## src/rtl/clk_loss_pkg.sv

```systemverilog
package clk_loss_pkg;
  typedef enum logic [2:0] {
    ST_RUN    = 3'd0,
    ST_REFSEL = 3'd1,
    ST_SCM    = 3'd2,
    ST_HALT   = 3'd3,
    ST_IRC    = 3'd4
  } sup_state_t;

  localparam logic [1:0] SEL_PLL = 2'b00;
  localparam logic [1:0] SEL_REF = 2'b01;
  localparam logic [1:0] SEL_SCM = 2'b10;
  localparam logic [1:0] SEL_IRC = 2'b11;

  localparam int NUM_WATCH = 2;
  localparam int IDX_REF   = 0;
  localparam int IDX_FB    = 1;
  localparam logic [2:0] DIV_SCM_LOG2 = 3'd2;
endpackage

```

## src/rtl/clk_activity_watch.sv

```systemverilog
module clk_activity_watch #(
  parameter int TO_W   = 8,
  parameter int SYNC_N = 2
) (
  input  logic            clk,
  input  logic            rst,
  input  logic            en,
  input  logic            sig_in,
  input  logic [TO_W-1:0] timeout,
  output logic            lost
);
  localparam logic [TO_W-1:0] CNT_MAX = {TO_W{1'b1}};

  logic [SYNC_N:0] sh_q;
  logic [TO_W-1:0] gap_q;
  logic            edge_seen;

  always_ff @(posedge clk) begin
    if (rst) sh_q <= '0;
    else     sh_q <= {sh_q[SYNC_N-1:0], sig_in};
  end

  assign edge_seen = sh_q[SYNC_N] ^ sh_q[SYNC_N-1];

  always_ff @(posedge clk) begin
    if (rst || !en || edge_seen) gap_q <= '0;
    else if (gap_q != CNT_MAX)   gap_q <= gap_q + 1'b1;
  end

  always_ff @(posedge clk) begin
    if (rst) lost <= 1'b0;
    else     lost <= en && !edge_seen && (gap_q >= timeout);
  end
endmodule

```

## src/rtl/clk_loss_fsm.sv

```systemverilog
module clk_loss_fsm
  import clk_loss_pkg::*;
(
  input  logic       clk,
  input  logic       rst,
  input  logic       ref_lost,
  input  logic       fb_lost,
  input  logic       pll_locked,
  input  logic       pll_off,
  input  logic       locrst_en,
  input  logic       scm_ok,
  output logic       mon_en,
  output logic [1:0] clk_sel,
  output logic       clk_run,
  output logic       scm_active,
  output logic [2:0] div_log2,
  output logic       fm_disable,
  output logic       reset_req,
  output logic       pll_shutdown,
  output logic [1:0] fail_seen
);
  sup_state_t state_q, state_d;
  logic       armed_q;
  logic [1:0] seen_d;

  assign mon_en = armed_q && !pll_off;

  always_comb begin
    state_d = state_q;
    if (mon_en) begin
      unique case (state_q)
        ST_RUN: begin
          if ((ref_lost || fb_lost) && locrst_en) state_d = ST_IRC;
          else if (ref_lost)                      state_d = scm_ok ? ST_SCM : ST_HALT;
          else if (fb_lost)                       state_d = ST_REFSEL;
        end
        ST_REFSEL: begin
          if (ref_lost) begin
            if (locrst_en)   state_d = ST_IRC;
            else if (scm_ok) state_d = ST_SCM;
            else             state_d = ST_HALT;
          end
        end
        ST_SCM:  if (!scm_ok) state_d = ST_HALT;
        default: state_d = state_q;
      endcase
    end
  end

  assign seen_d = fail_seen | ({fb_lost, ref_lost} & {2{mon_en}});

  always_ff @(posedge clk) begin
    if (rst) begin
      state_q      <= ST_RUN;
      armed_q      <= 1'b0;
      clk_sel      <= SEL_PLL;
      clk_run      <= 1'b1;
      scm_active   <= 1'b0;
      div_log2     <= '0;
      fm_disable   <= 1'b0;
      reset_req    <= 1'b0;
      pll_shutdown <= 1'b0;
      fail_seen    <= '0;
    end else begin
      state_q      <= state_d;
      armed_q      <= armed_q | pll_locked;
      fail_seen    <= seen_d;
      scm_active   <= (state_d == ST_SCM);
      div_log2     <= (state_d == ST_SCM) ? DIV_SCM_LOG2 : 3'd0;
      fm_disable   <= (state_d == ST_SCM);
      clk_run      <= (state_d != ST_HALT);
      reset_req    <= (state_d == ST_IRC);
      pll_shutdown <= (state_d == ST_IRC);
      unique case (state_d)
        ST_RUN:    clk_sel <= pll_off ? SEL_REF : SEL_PLL;
        ST_REFSEL: clk_sel <= SEL_REF;
        ST_SCM:    clk_sel <= SEL_SCM;
        ST_HALT:   clk_sel <= SEL_SCM;
        default:   clk_sel <= SEL_IRC;
      endcase
    end
  end
endmodule

```

## src/rtl/clk_loss_supervisor.sv

```systemverilog
module clk_loss_supervisor
  import clk_loss_pkg::*;
#(
  parameter int TO_W   = 8,
  parameter int SYNC_N = 2
) (
  input  logic            clk,
  input  logic            rst,
  input  logic            ref_clk_in,
  input  logic            fb_clk_in,
  input  logic            pll_locked,
  input  logic            pll_off,
  input  logic            locrst_en,
  input  logic            scm_ok,
  input  logic [TO_W-1:0] timeout,
  output logic [1:0]      clk_sel,
  output logic            clk_run,
  output logic            scm_active,
  output logic [2:0]      div_log2,
  output logic            fm_disable,
  output logic            reset_req,
  output logic            pll_shutdown,
  output logic [1:0]      fail_seen
);
  logic [NUM_WATCH-1:0] watch_in;
  logic [NUM_WATCH-1:0] watch_lost;
  logic                 mon_en;

  assign watch_in[IDX_REF] = ref_clk_in;
  assign watch_in[IDX_FB]  = fb_clk_in;

  for (genvar gi = 0; gi < NUM_WATCH; gi++) begin : g_watch
    clk_activity_watch #(.TO_W(TO_W), .SYNC_N(SYNC_N)) u_watch (
      .clk     (clk),
      .rst     (rst),
      .en      (mon_en),
      .sig_in  (watch_in[gi]),
      .timeout (timeout),
      .lost    (watch_lost[gi])
    );
  end

  clk_loss_fsm u_fsm (
    .clk          (clk),
    .rst          (rst),
    .ref_lost     (watch_lost[IDX_REF]),
    .fb_lost      (watch_lost[IDX_FB]),
    .pll_locked   (pll_locked),
    .pll_off      (pll_off),
    .locrst_en    (locrst_en),
    .scm_ok       (scm_ok),
    .mon_en       (mon_en),
    .clk_sel      (clk_sel),
    .clk_run      (clk_run),
    .scm_active   (scm_active),
    .div_log2     (div_log2),
    .fm_disable   (fm_disable),
    .reset_req    (reset_req),
    .pll_shutdown (pll_shutdown),
    .fail_seen    (fail_seen)
  );
endmodule

```

## config.mk

```make
export PLATFORM = sky130hd
export DESIGN_NAME = clk_loss_supervisor
export DESIGN_NICKNAME = d
export VERILOG_FILES = /design/src/rtl/clk_loss_pkg.sv /design/src/rtl/clk_activity_watch.sv /design/src/rtl/clk_loss_fsm.sv /design/src/rtl/clk_loss_supervisor.sv
export SDC_FILE = /design/constraint.sdc
export NUM_CORES = 1
export LEC_CHECK = 0
export BUFFER_PORTS_ARGS = -buffer_cell sky130_fd_sc_hd__buf_2
export CORE_AREA = 2 2 67 69
export CTS_CLUSTER_DIAMETER = 50
export DETAILED_ROUTE_END_ITERATION = 7
export DIE_AREA = 0 0 69 71
export GPL_TIMING_DRIVEN = 1
export PLACE_DENSITY_LB_ADDON = 0.05
export SYNTH_ARGS = -nofsm -noshare
export SYNTH_HDL_FRONTEND = slang
export SYNTH_HIERARCHICAL = 1
export SYNTH_SLANG_ARGS = --single-unit
export TNS_END_PERCENT = 50
```

## constraint.sdc

```tcl
create_clock -name clk -period 2.4 [get_ports clk]
set_input_delay 0.12 -clock clk [delete_from_list [all_inputs] [get_ports clk]]
set_output_delay 0.12 -clock clk [all_outputs]
set_load 0.01 [all_outputs]
```

# Word level (Yosys, flattened, before mapping)
# Index checks and enable logic that the tools add are counted.
# op_classes
n_addsub,2
magnitude_cmp,2
eq_ne,9
mux,12
n_bitwise,5
n_reduce_logical,17
# op_table
cell,n
$mux 3,7
$add 8x1->8 const B,2
$ge 8x8->1,2
$ne 8x8->1 const B,2
$eq 3x2->1 const B,3
$pmux 3 s3,1
$eq 3x1->1 const B,2
$logic_and 1x1->1,6
$logic_not 3->1,2
$pmux 2 s3,1
$logic_not 1->1,4
$logic_or 1x1->1,4
$eq 3x3->1 const B,1
$ne 3x2->1 const B,1
$and 2x2->2,1
$mux 1,2
$mux 2,1
$or 2x2->2,1
$reduce_or 2->1,1
$xor 1x1->1,2
$or 1x1->1,1
# word_totals
regBits,38
output_inout_bits,12
elab_cells,61

# Longest topological paths before layout
# logic_depth
ltp_word,8
mapped_depth,6
ltp_nobuf,6

# By module
# Netlist, hierarchy kept.
# by_module_without_submodules
module,n_inst,cells_per_inst,area_per_inst_um2
clk_activity_watch,2,75,664.4
clk_loss_fsm,1,54,479.2

# Worst setup path before layout
# Ideal clock, no wire load.
# synth_path
path_kind,register -> register
start,register g_watch[0].u_watch.gap_q[0]
end,register g_watch[0].u_watch.lost
setup_ns,0.129
arrival_time_ns,1.354
t_required_ns,2.271
path_slack_ns,0.917
stages_incl_launch_ff,7
period_less_slack_ns,1.483
path_cell_list,dfxtp_1 inv_1 ha_1 nand2b_1 a2111oi_0 a211o_1 a31oi_1
# synth_between
elab_chain_cells,2
# synth_rtl
item,line,source
start: declaration,clk_activity_watch.sv:15,logic [TO_W-1:0] gap_q;
start signal: assignment,clk_activity_watch.sv:27,else if (gap_q != CNT_MAX) gap_q <= gap_q + 1'b1;
$ge 8x8->1,clk_activity_watch.sv:32,else lost <= en && !edge_seen && (gap_q >= timeout);
$logic_and 1x1->1,clk_activity_watch.sv:32,
end signal: assignment,clk_activity_watch.sv:32,
end: declaration,clk_activity_watch.sv:10,output logic lost
# Every way passes these cells.
# A chain may end at the register's enable or synchronous reset.

# Worst setup path after layout
# layout_path
start,register g_watch[1].u_watch.gap_q[0]
end,register g_watch[1].u_watch.lost
# layout_between
elab_chain_cells,2
# layout_rtl
item,line
start: declaration,clk_activity_watch.sv:15
start signal: assignment,clk_activity_watch.sv:27
$ge 8x8->1,clk_activity_watch.sv:32
$logic_and 1x1->1,clk_activity_watch.sv:32
end signal: assignment,clk_activity_watch.sv:32
end: declaration,clk_activity_watch.sv:10
# Every way passes these cells.

==> reports/metrics.cfg <==
[floorplanning]
dieArea_mm2=0.00490
placementRows=24
pin_count=28
coreArea_mm2=0.00420
start_util=0.430
die_h_um=71
die_w_um=69

[logic_synthesis]
synth_area_leader_cell=dfxtp_1
synth_cell_type_count=39
synth_seq_cells=35
ys_top_cells_by_area=dfxtp_1 (39%), ha_1 (12%), nor2_1 (5.2%)
yosys.area.top_type_share=0.388
avgSynthCellArea_um2=8.86
syn_area_mm2=0.00181
seq_area_frac_synth=0.388
synthCells=204
yosys_warnings=6

[cts]
numCtsBuffers=5
postCtsHoldBufs=0
clk_path_buf_depth=2
clk_pin_slew_worst_paths_ps=60
clock_insertion_delay_worst_skew_ps=280
htreeDepth=2
cts_resized=0
post_cts_buffers=0
clock_sinks=35
root_buffer=clkbuf_8
cts_tree=yes

[route]
dr.pass1.iters=4
antenna_left=0
via_per_inst=5.26
finalWirelength_um=3410
drtIter0Drc=93
drc=0
vias=1495
routedWlPerCell_um=12.0

[pwr]
power_mw=1.09
ir_drop_mv=0.320
p_leak_nw=0.941
pwr_density_cell_mw_per_mm2=532

[sta]
tns_ps=0
finalHoldViolations=0
setup_viol=0
finalClockSkew_ps=4.58
fmax_mhz=610
drv_slew=0
rsz0062_at_grt=no
hold_ws_ps=59.6
fin_crit_sh=0.684
min_period_ps=1640
layout_setup_ws_ps=760

[worst_setup_path]
worstSetupEndpointType=flop
path_max_fanout=4
cp.arrival_ps=1790
cp-start-kind=flop
required_ps=2550
crit_type=flop to flop
r2r_cells=6
reg2reg_setup_slack_ps=760

[final_layout]
syn_to_final_growth_pct=13.5
finalNonFillerCells=284
final_area_mm2=0.00205
fillers=424
final_core_utilization=0.488
fin_nets=266
regArea_um2=701
drive_gt1_frac=0.164
multi_input_area_um2=995
antennaDiodeCount=0

[placed_design]
dp_hpwl_um=2680
io_buffers=25
gp_congestion=0.795
place_ws_ps=808
place_inst=277
place_area_mm2=0.00196

[grt]
grt_pass1_wl_um=6000
grt_max_degree=15
grt_usage=0.150
grt_pass1_vias=1403
antenna_found_initial=0
grt.overflow.total=0

[run_status]
status=finished clean

[worst_hold_path]
whs_path_depth=3
hold_class=input port to flop

[job]
drv_cap=0

## power breakdown
group / internal [mW] / total, mW / leakage (nW) / switching, mW
clock: 0.225 / 0.415 / 0.0470 / 0.191
combinational: 0.0356 / 0.0782 / 0.610 / 0.0425
sequential: 0.591 / 0.597 / 0.284 / 0.00631
## synth_stat cells (all sizes together)
cell type	instances
nand4	4
nand2b	2
o21a	1
nor4bb	1
xnor2	4
or2	1
mux2i	4
xor2	2
and3b	1
nand3	6
o21ai	8
nor4b	1
ha	18
a2111oi	2
o21bai	2
nor3	7
a211o	2
inv	21
nand2	8
and2b	1
a21oi	6
nor3b	1
nor2b	11
conb	1
buf	5
nor2	25
nand3b	2
or3	3
nor4	1
and3	4
o2111ai	3
a21o	2
a31oi	7
o221a	2
dfxtp	35
## sequential cells by signal (all words and copies together), names as in the netlist
signal,cells
g_watch.u_watch/gap_q,16
g_watch.u_watch/lost,2
g_watch.u_watch/sh_q,6
u_fsm/armed_q,1
u_fsm/clk_run,1
u_fsm/clk_sel,2
u_fsm/div_log2,1
u_fsm/fail_seen,2
u_fsm/pll_shutdown,1
u_fsm/state_q,3
## worst paths after layout
check	start	end
worst max register to register	g_watch[1].u_watch/gap_q[0]$_SDFFE_PP0P_	g_watch[1].u_watch/lost$_SDFF_PP0_
worst max-delay path	g_watch[1].u_watch/gap_q[0]$_SDFFE_PP0P_	g_watch[1].u_watch/lost$_SDFF_PP0_
worst min-delay path	pll_locked	u_fsm/armed_q$_SDFF_PP0_
worst min register to register	g_watch[1].u_watch/sh_q[0]$_SDFF_PP0_	g_watch[1].u_watch/sh_q[1]$_SDFF_PP0_
## critical path, stage by stage, from the launching register on
cell and delay, ps:
dfxtp_1 390, inv_1 70, ha_1 260, nand2b_1 140
a2111oi_0 430, a211o_1 160, a31oi_1 70
## kinds of logic (layout without fill, tap and decap cells)
kind of cell	count (synthesis)	after routing	share of synthesized area
adder cells (fa/ha/maj)	18	18	0.125
AND/OR/NAND/NOR	79	79	0.240
buffers and inverters	26	53	0.0644
multiplexers	4	4	0.0221
other	1	2	0.00207
AO/OA/AOI/OAI	35	35	0.130
flip-flops	35	35	0.388
XOR/XNOR	6	6	0.0291
## layout make-up
| cell class | instances | share of cell area |
|---|---|---|
| Multi-Input combinational cell | 144 | 0.485 |
| Clock buffer | 6 | 0.0402 |
| Inverter | 21 | 0.0384 |
| Sequential cell | 35 | 0.341 |
| Tap cell | 52 | 0.0317 |
| Timing Repair Buffer | 25 | 0.0610 |
| Clock inverter | 1 | 0.00244 |
## cell usage in the layout (no fill, tap or decap), types with 4 or more instances in the layout
master and count:
nand2_1 6, nor2b_1 11, a21oi_1 6, nor3_1 7, o21ai_0 7, mux2i_1 4
clkbuf_8 6, buf_2 25, inv_1 21, dfxtp_1 35, ha_1 18, and3_1 4
xnor2_1 4, nand3_1 4, nor2_1 25, nand4_1 4, a31oi_1 7
## routing by layer
metal / share of wire / wire (µm) / track usage / vias to the layer above
li1: - / - / - / 766
met1: 0.47 / 1600 / 0.186 / 680
met2: 0.45 / 1550 / 0.243 / 43
met3: 0.061 / 209 / 0.0570 / 6
met4: 0.013 / 44 / 0.0479 / 0
met5: 0 / 0 / 0 / -
Note: power is estimated with default switching activity, not from simulation.
